`config.mk`:
```
export PLATFORM = sky130hd
export DESIGN_NAME = stat_led_seq
export DESIGN_NICKNAME = d
export VERILOG_FILES = /design/src/rtl/stat_led_pkg.sv /design/src/rtl/stat_led_tbase.sv /design/src/rtl/stat_led_boot.sv /design/src/rtl/stat_led_mux.sv /design/src/rtl/stat_led_seq.sv
export SDC_FILE = /design/constraint.sdc
export NUM_CORES = 1
export LEC_CHECK = 0
export ABC_CLOCK_PERIOD_IN_PS = 9600
export BUFFER_PORTS_ARGS = -buffer_cell sky130_fd_sc_hd__clkbuf_2
export CAP_MARGIN = 30
export CORE_ASPECT_RATIO = 1.25
export CORE_UTILIZATION = 28
export CTS_CLUSTER_DIAMETER = 100
export DETAILED_ROUTE_END_ITERATION = 16
export GPL_TIMING_DRIVEN = 0
export HOLD_SLACK_MARGIN = 0.02
export PLACE_DENSITY = 0.42
export SYNTH_ARGS = -nofsm -noshare
export SYNTH_HDL_FRONTEND = slang
export SYNTH_SLANG_ARGS = --single-unit
```
`constraint.sdc`:
```
create_clock -name clk -period 9.6 [get_ports clk]
set_input_delay 1.92 -clock clk [delete_from_list [all_inputs] [get_ports clk]]
set_output_delay 1.92 -clock clk [all_outputs]
set_load 0.1 [all_outputs]
```
`src/rtl/stat_led_pkg.sv`:
```
package stat_led_pkg;

  typedef enum logic [1:0] {
    MODE_OFF  = 2'd0,
    MODE_ON   = 2'd1,
    MODE_SLOW = 2'd2,
    MODE_FAST = 2'd3
  } led_mode_e;

  typedef enum logic [1:0] {
    SEQ_ATTEMPT = 2'd0,
    SEQ_LIFE    = 2'd1,
    SEQ_NORMAL  = 2'd2
  } seq_e;

  // Level of a 50% flash of the given period, at the given phase count.
  function automatic logic flash_level(input int unsigned phase,
                                       input int unsigned period);
    return (phase % period) < (period / 2);
  endfunction

endpackage

```
`src/rtl/stat_led_tbase.sv`:
```
module stat_led_tbase
  import stat_led_pkg::*;
#(
  parameter int unsigned TPS = 1_000_000
) (
  input  logic clk,
  input  logic rst,
  input  logic restart,
  output logic slow_lvl,
  output logic fast_lvl
);

  localparam int unsigned PH_W     = $clog2(TPS);
  localparam int unsigned SLOW_PER = TPS;
  localparam int unsigned FAST_PER = TPS / 8;

  logic [PH_W-1:0] phase;

  always_ff @(posedge clk) begin
    if (rst || restart) begin
      phase <= '0;
    end else if (phase == PH_W'(TPS - 1)) begin
      phase <= '0;
    end else begin
      phase <= phase + 1'b1;
    end
  end

  // Both rates are decoded from the one counter, so they stay aligned.
  always_comb begin
    slow_lvl = flash_level(32'(phase), SLOW_PER);
    fast_lvl = flash_level(32'(phase), FAST_PER);
  end

endmodule

```
`src/rtl/stat_led_boot.sv`:
```
module stat_led_boot
  import stat_led_pkg::*;
#(
  parameter int unsigned TPS = 1_000_000
) (
  input  logic       clk,
  input  logic       rst,
  input  logic       strap_no_act,
  input  logic       act_ok,
  output logic [1:0] seq,
  output logic       att_min_met,
  output logic       win_exit
);

  localparam int unsigned ATT_CYC  = TPS / 2;
  localparam int unsigned LIFE_CYC = TPS;
  localparam int unsigned WIN_W    = $clog2(LIFE_CYC + 1);

  seq_e             seq_q;
  logic [WIN_W-1:0] win_cnt;
  logic             life_done;

  assign att_min_met = win_cnt >= WIN_W'(ATT_CYC - 1);
  assign life_done   = win_cnt == WIN_W'(LIFE_CYC - 1);
  assign win_exit    = ((seq_q == SEQ_ATTEMPT) && att_min_met && act_ok) ||
                       ((seq_q == SEQ_LIFE) && life_done);
  assign seq         = seq_q;

  always_ff @(posedge clk) begin
    if (rst) begin
      seq_q   <= strap_no_act ? SEQ_LIFE : SEQ_ATTEMPT;
      win_cnt <= '0;
    end else begin
      if (win_exit) begin
        seq_q <= SEQ_NORMAL;
      end
      if ((seq_q != SEQ_NORMAL) && (win_cnt != WIN_W'(LIFE_CYC))) begin
        win_cnt <= win_cnt + 1'b1;
      end
    end
  end

endmodule

```
`src/rtl/stat_led_mux.sv`:
```
module stat_led_mux
  import stat_led_pkg::*;
(
  input  logic [1:0] seq,
  input  logic [1:0] mode_q,
  input  logic       slow_lvl,
  input  logic       fast_lvl,
  output logic       led
);

  always_comb begin
    led = 1'b0;
    case (seq)
      SEQ_ATTEMPT: led = fast_lvl;
      SEQ_LIFE:    led = 1'b0;
      SEQ_NORMAL: begin
        case (mode_q)
          MODE_OFF:  led = 1'b0;
          MODE_ON:   led = 1'b1;
          MODE_SLOW: led = slow_lvl;
          MODE_FAST: led = fast_lvl;
          default:   led = 1'b0;
        endcase
      end
      default: led = 1'b0;
    endcase
  end

endmodule

```
`src/rtl/stat_led_seq.sv`:
```
module stat_led_seq
  import stat_led_pkg::*;
#(
  // Must be a multiple of 16 so both half-periods are whole cycles.
  parameter int unsigned TICKS_PER_SEC = 1_000_000
) (
  input  logic       clk,
  input  logic       rst,
  input  logic       strap_no_act,
  input  logic       act_ok,
  input  logic [1:0] mode_req,
  output logic       led
);

  logic [1:0] seq;
  logic [1:0] mode_q;
  logic       att_min_met;
  logic       win_exit;
  logic       mode_chg;
  logic       restart;
  logic       slow_lvl;
  logic       fast_lvl;

  // Requests are always registered; they only show once seq is NORMAL.
  always_ff @(posedge clk) begin
    if (rst) begin
      mode_q <= MODE_OFF;
    end else begin
      mode_q <= mode_req;
    end
  end

  assign mode_chg = (seq == SEQ_NORMAL) && (mode_req != mode_q);
  assign restart  = win_exit || mode_chg;

  stat_led_boot #(.TPS(TICKS_PER_SEC)) boot_i (
    .clk          (clk),
    .rst          (rst),
    .strap_no_act (strap_no_act),
    .act_ok       (act_ok),
    .seq          (seq),
    .att_min_met  (att_min_met),
    .win_exit     (win_exit)
  );

  stat_led_tbase #(.TPS(TICKS_PER_SEC)) tbase_i (
    .clk      (clk),
    .rst      (rst),
    .restart  (restart),
    .slow_lvl (slow_lvl),
    .fast_lvl (fast_lvl)
  );

  stat_led_mux mux_i (
    .seq      (seq),
    .mode_q   (mode_q),
    .slow_lvl (slow_lvl),
    .fast_lvl (fast_lvl),
    .led      (led)
  );

endmodule

```
==> impl_metrics.ini <==
[status]
outcome = completed

[placement]
hpwlAfterDp_mm = 8.195
port_buffers = 6
place_ws_ns = 2.536
gp_congestion = 0.8249

[critical_path]
endpoint = led
rr_worst_depth = 9
ff2ff_setup_slack_ns = 6.95
cpMaxStageDelayCell = o31ai_1
r2r_start = tbase_i.phase[6]
critPathRequiredTime_ns = 7.68
worstSetupPathType = reg2out
r2r_end = tbase_i.phase[19]
cpPeakStageDelay_ns = 0.58
critPathLaunch = tbase_i.phase[6]
critPathMaxFanout = 10
path_cells = clkbuf_1, o31ai_1, a311o_1, buf_4, a22o_1, buf_2, a31oi_1, nor3_1, nand2_1, o21ai_2, a21o_4, mux2_4, a41o_4, a2111oi_4, mux2i_1, a211o_1, a32oi_1, clkbuf_2
cp-end-kind = output pin
path_delay_family = compound AO/OA/AOI/OAI gates
worst_setup_path_start_kind = flip-flop
critPathBufInv = 4
cp_num_cells = 18
critical_path_arrival_ns = 5.42

[drt]
drc = 0
firstDrtPassIters = 4
vias = 3528
via_per_inst = 5.242
wl_per_cell_um = 15.46
routed_wl_mm = 10.41
first_iter_violations = 142
ant_nets = 0

[clock_tree]
tritoncts = yes
cts_htree_levels = 2
cts_max_path_buffers = 2
clock-sinks = 44
cts_made_buffers = 5
clk_pin_slew_worst_paths_ns = 0.07
post_cts_buffers = 0
clock-root-buffer = clkbuf_16
cts_resized = 0
clk_latency_ns = 0.29
postCtsHoldBufs = 0

[timing]
final_hold_viol_count = 0
grt_setup_unrepaired = false
setup_slack_ns = 2.258
holdWs_ns = 0.4863
timing.fmax_mhz = 136.2
slew_viol_final = 0
tightest_slew_ns = 0.8265
relSlewSlack_pct = 44.43
worst_clock_skew_ns = 0.008970
finalCriticalPeriod_ns = 7.342
tns_ns = 0
setup_viol = 0
fin_crit_sh_pct = 76.48

[synthesis]
synth-seq-cells = 44
synth_area_leaders = dfxtp_1 (22%), nor2_1 (7.8%), xor2_1 (7.2%)
synth_edf_count = 2
synth_async_sr_flop_share_pct = 0
synth_area_um2 = 3771
syn_nets = 498
ys_warn_count = 0
syn-mean-instance-area_um2 = 7.728
synth_top_area_share_pct = 22.30
synth_top_area_cell = dfxtp_1
synth_ff_type = dfxtp_1
synth_cell_type_count = 76
synth-seq-area-share_pct = 23.89
netlist_instances = 488

[global_routing]
grt_pass1_wl_mm = 17.36
antenna_found_initial = 0
gr-total-overflow = 0
grt_pass1_vias = 3481
grt_usage_pct = 15.34
grt_max_degree = 16

[flow_run]
maxCapViolCount = 0

[final_layout]
n_antenna_cell = 0
nFillCells = 1455
mostFrequentLayoutCells = nor2_1 (78), dfxtp_1 (42), nand2_1 (40)
areaGrowthSynthToFinish_pct = 11.05
layout_commonest_cell = nor2_1
layout-drive-gt1-share_pct = 11.35
nets = 511

[floorplan]
coreArea_um2 = 13170
ios = 7
die-area_um2 = 13940
initial_core_util_pct = 28.63
die_w_um = 105.8
die_y_um = 131.8
std_cell_rows = 47

[power_and_ir_drop]
seq_power_share_pct = 46.6
p_leak_nw = 1.458
p_sw_share_pct = 22.39
p_int_w = 0.0003173
p_clk_share_pct = 48.6
ir_worst_vdd_mv = 0.08377
comb_power_share_pct = 4.8
switchingPower_w = 0.00009153
power_density_nw_per_um2 = 97.63

[min_path]
hp-class = reg2reg
flip-flops by register name, summed over array words and instances, names as in the netlist:
register and count:
boot_i.seq 2, boot_i.win_cnt 20, mode_q 2, tbase_i.phase 20
cell usage after synthesis (all sizes together) (3+ instances only):
master	n
mux2i	6
a21boi	3
o211ai	6
xor2	31
xnor2	23
and3	11
a211o	3
inv	12
mux2	5
ha	4
dfxtp	42
a32oi	3
a211oi	6
or3	6
nor2	80
a21oi	22
nand3	22
a2111oi	3
o21ai	14
clkbuf	11
nand4b	4
nand4	12
nor3	17
nor3b	3
or2	3
and2	10
nand2	40
a22oi	5
o31ai	6
nor4	5
nand2b	3
nor2b	7
and4	3
a31oi	5
a21o	4
buf	14
power groups by stage:
| stage | sequential [W] | clock, W | combinational (W) |
|---|---|---|---|
| floorplan | 0.000194 | 0 | 0.0000147 |
| global placement | 0.000195 | 0 | 0.0000200 |
| detailed placement | 0.000195 | 0 | 0.0000200 |
| CTS | 0.000190 | 0.000205 | 0.0000201 |
| global route | 0.000191 | 0.000212 | 0.0000222 |
| finish | 0.000191 | 0.000199 | 0.0000196 |
worst reg2reg max path: cells and delay by family (launching register included):
kind	cells	cell delay, ns
buffers and inverters	2	0.76
DFF	1	0.30
xor gates and xnor gates	1	0.15
and+or+nand+nor	6	1.31
how the worst min path moves through the flow:
stage               slack (ns)  cells past startpoint              from               end
floorplan                 0.44                      1  tbase_i.phase[0]  tbase_i.phase[0]
global placement          0.47                      1  tbase_i.phase[0]  tbase_i.phase[0]
detailed placement        0.48                      1  tbase_i.phase[0]  tbase_i.phase[0]
CTS                       0.50                      1  tbase_i.phase[0]  tbase_i.phase[0]
global route              0.53                      1  tbase_i.phase[0]  tbase_i.phase[0]
finish                    0.49                      1  tbase_i.phase[0]  tbase_i.phase[0]
routing by layer:
| metal | global-route usage (%) | share of wire, % | vias up |
|---|---|---|---|
| met5 | 0 | 0 | - |
| met3 | 1.186 | 1.9 | 18 |
| met4 | 6.096 | 2.4 | 0 |
| li1 | - | - | 1796 |
| met2 | 28.58 | 53 | 56 |
| met1 | 17.92 | 43 | 1658 |
cell families (layout without fill, tap and decap cells):
logic type	count (synthesis)	after routing	synth area share (%)
fa+ha+maj	5	5	1.593
simple gates	232	232	31.35
xor+xnor	54	54	12.54
mux	11	11	3.284
buf+inv	37	51	4.512
compound gates	105	105	22.83
flops	44	44	23.89
per-stage QoR:
step                      util [%]  cells  cell area, um2  power (W)
final                        31.79    673            4188  0.0004089
after global routing         31.79    673            4188  0.0004252
after CTS                    31.79    673            4188  0.0004158
after detailed placement     30.48    665            4015  0.0002148
after global placement       30.48    665            4015  0.0002146
after floorplan                  -    488            3771  0.0002085
layout make-up:
class / instances / area [um2] / share of cell area [%]
clock buffers: 5 / 125.1 / 2.988
repair buffers: 6 / 30.03 / 0.7171
flip-flops and latches: 44 / 900.9 / 21.51
inverters: 12 / 45.04 / 1.076
clock inverters: 3 / 47.55 / 1.135
plain buffers: 25 / 125.1 / 2.988
multi-input cells: 407 / 2700 / 64.48
well taps: 171 / 214.0 / 5.109
Power figures use the tool's default switching activity.
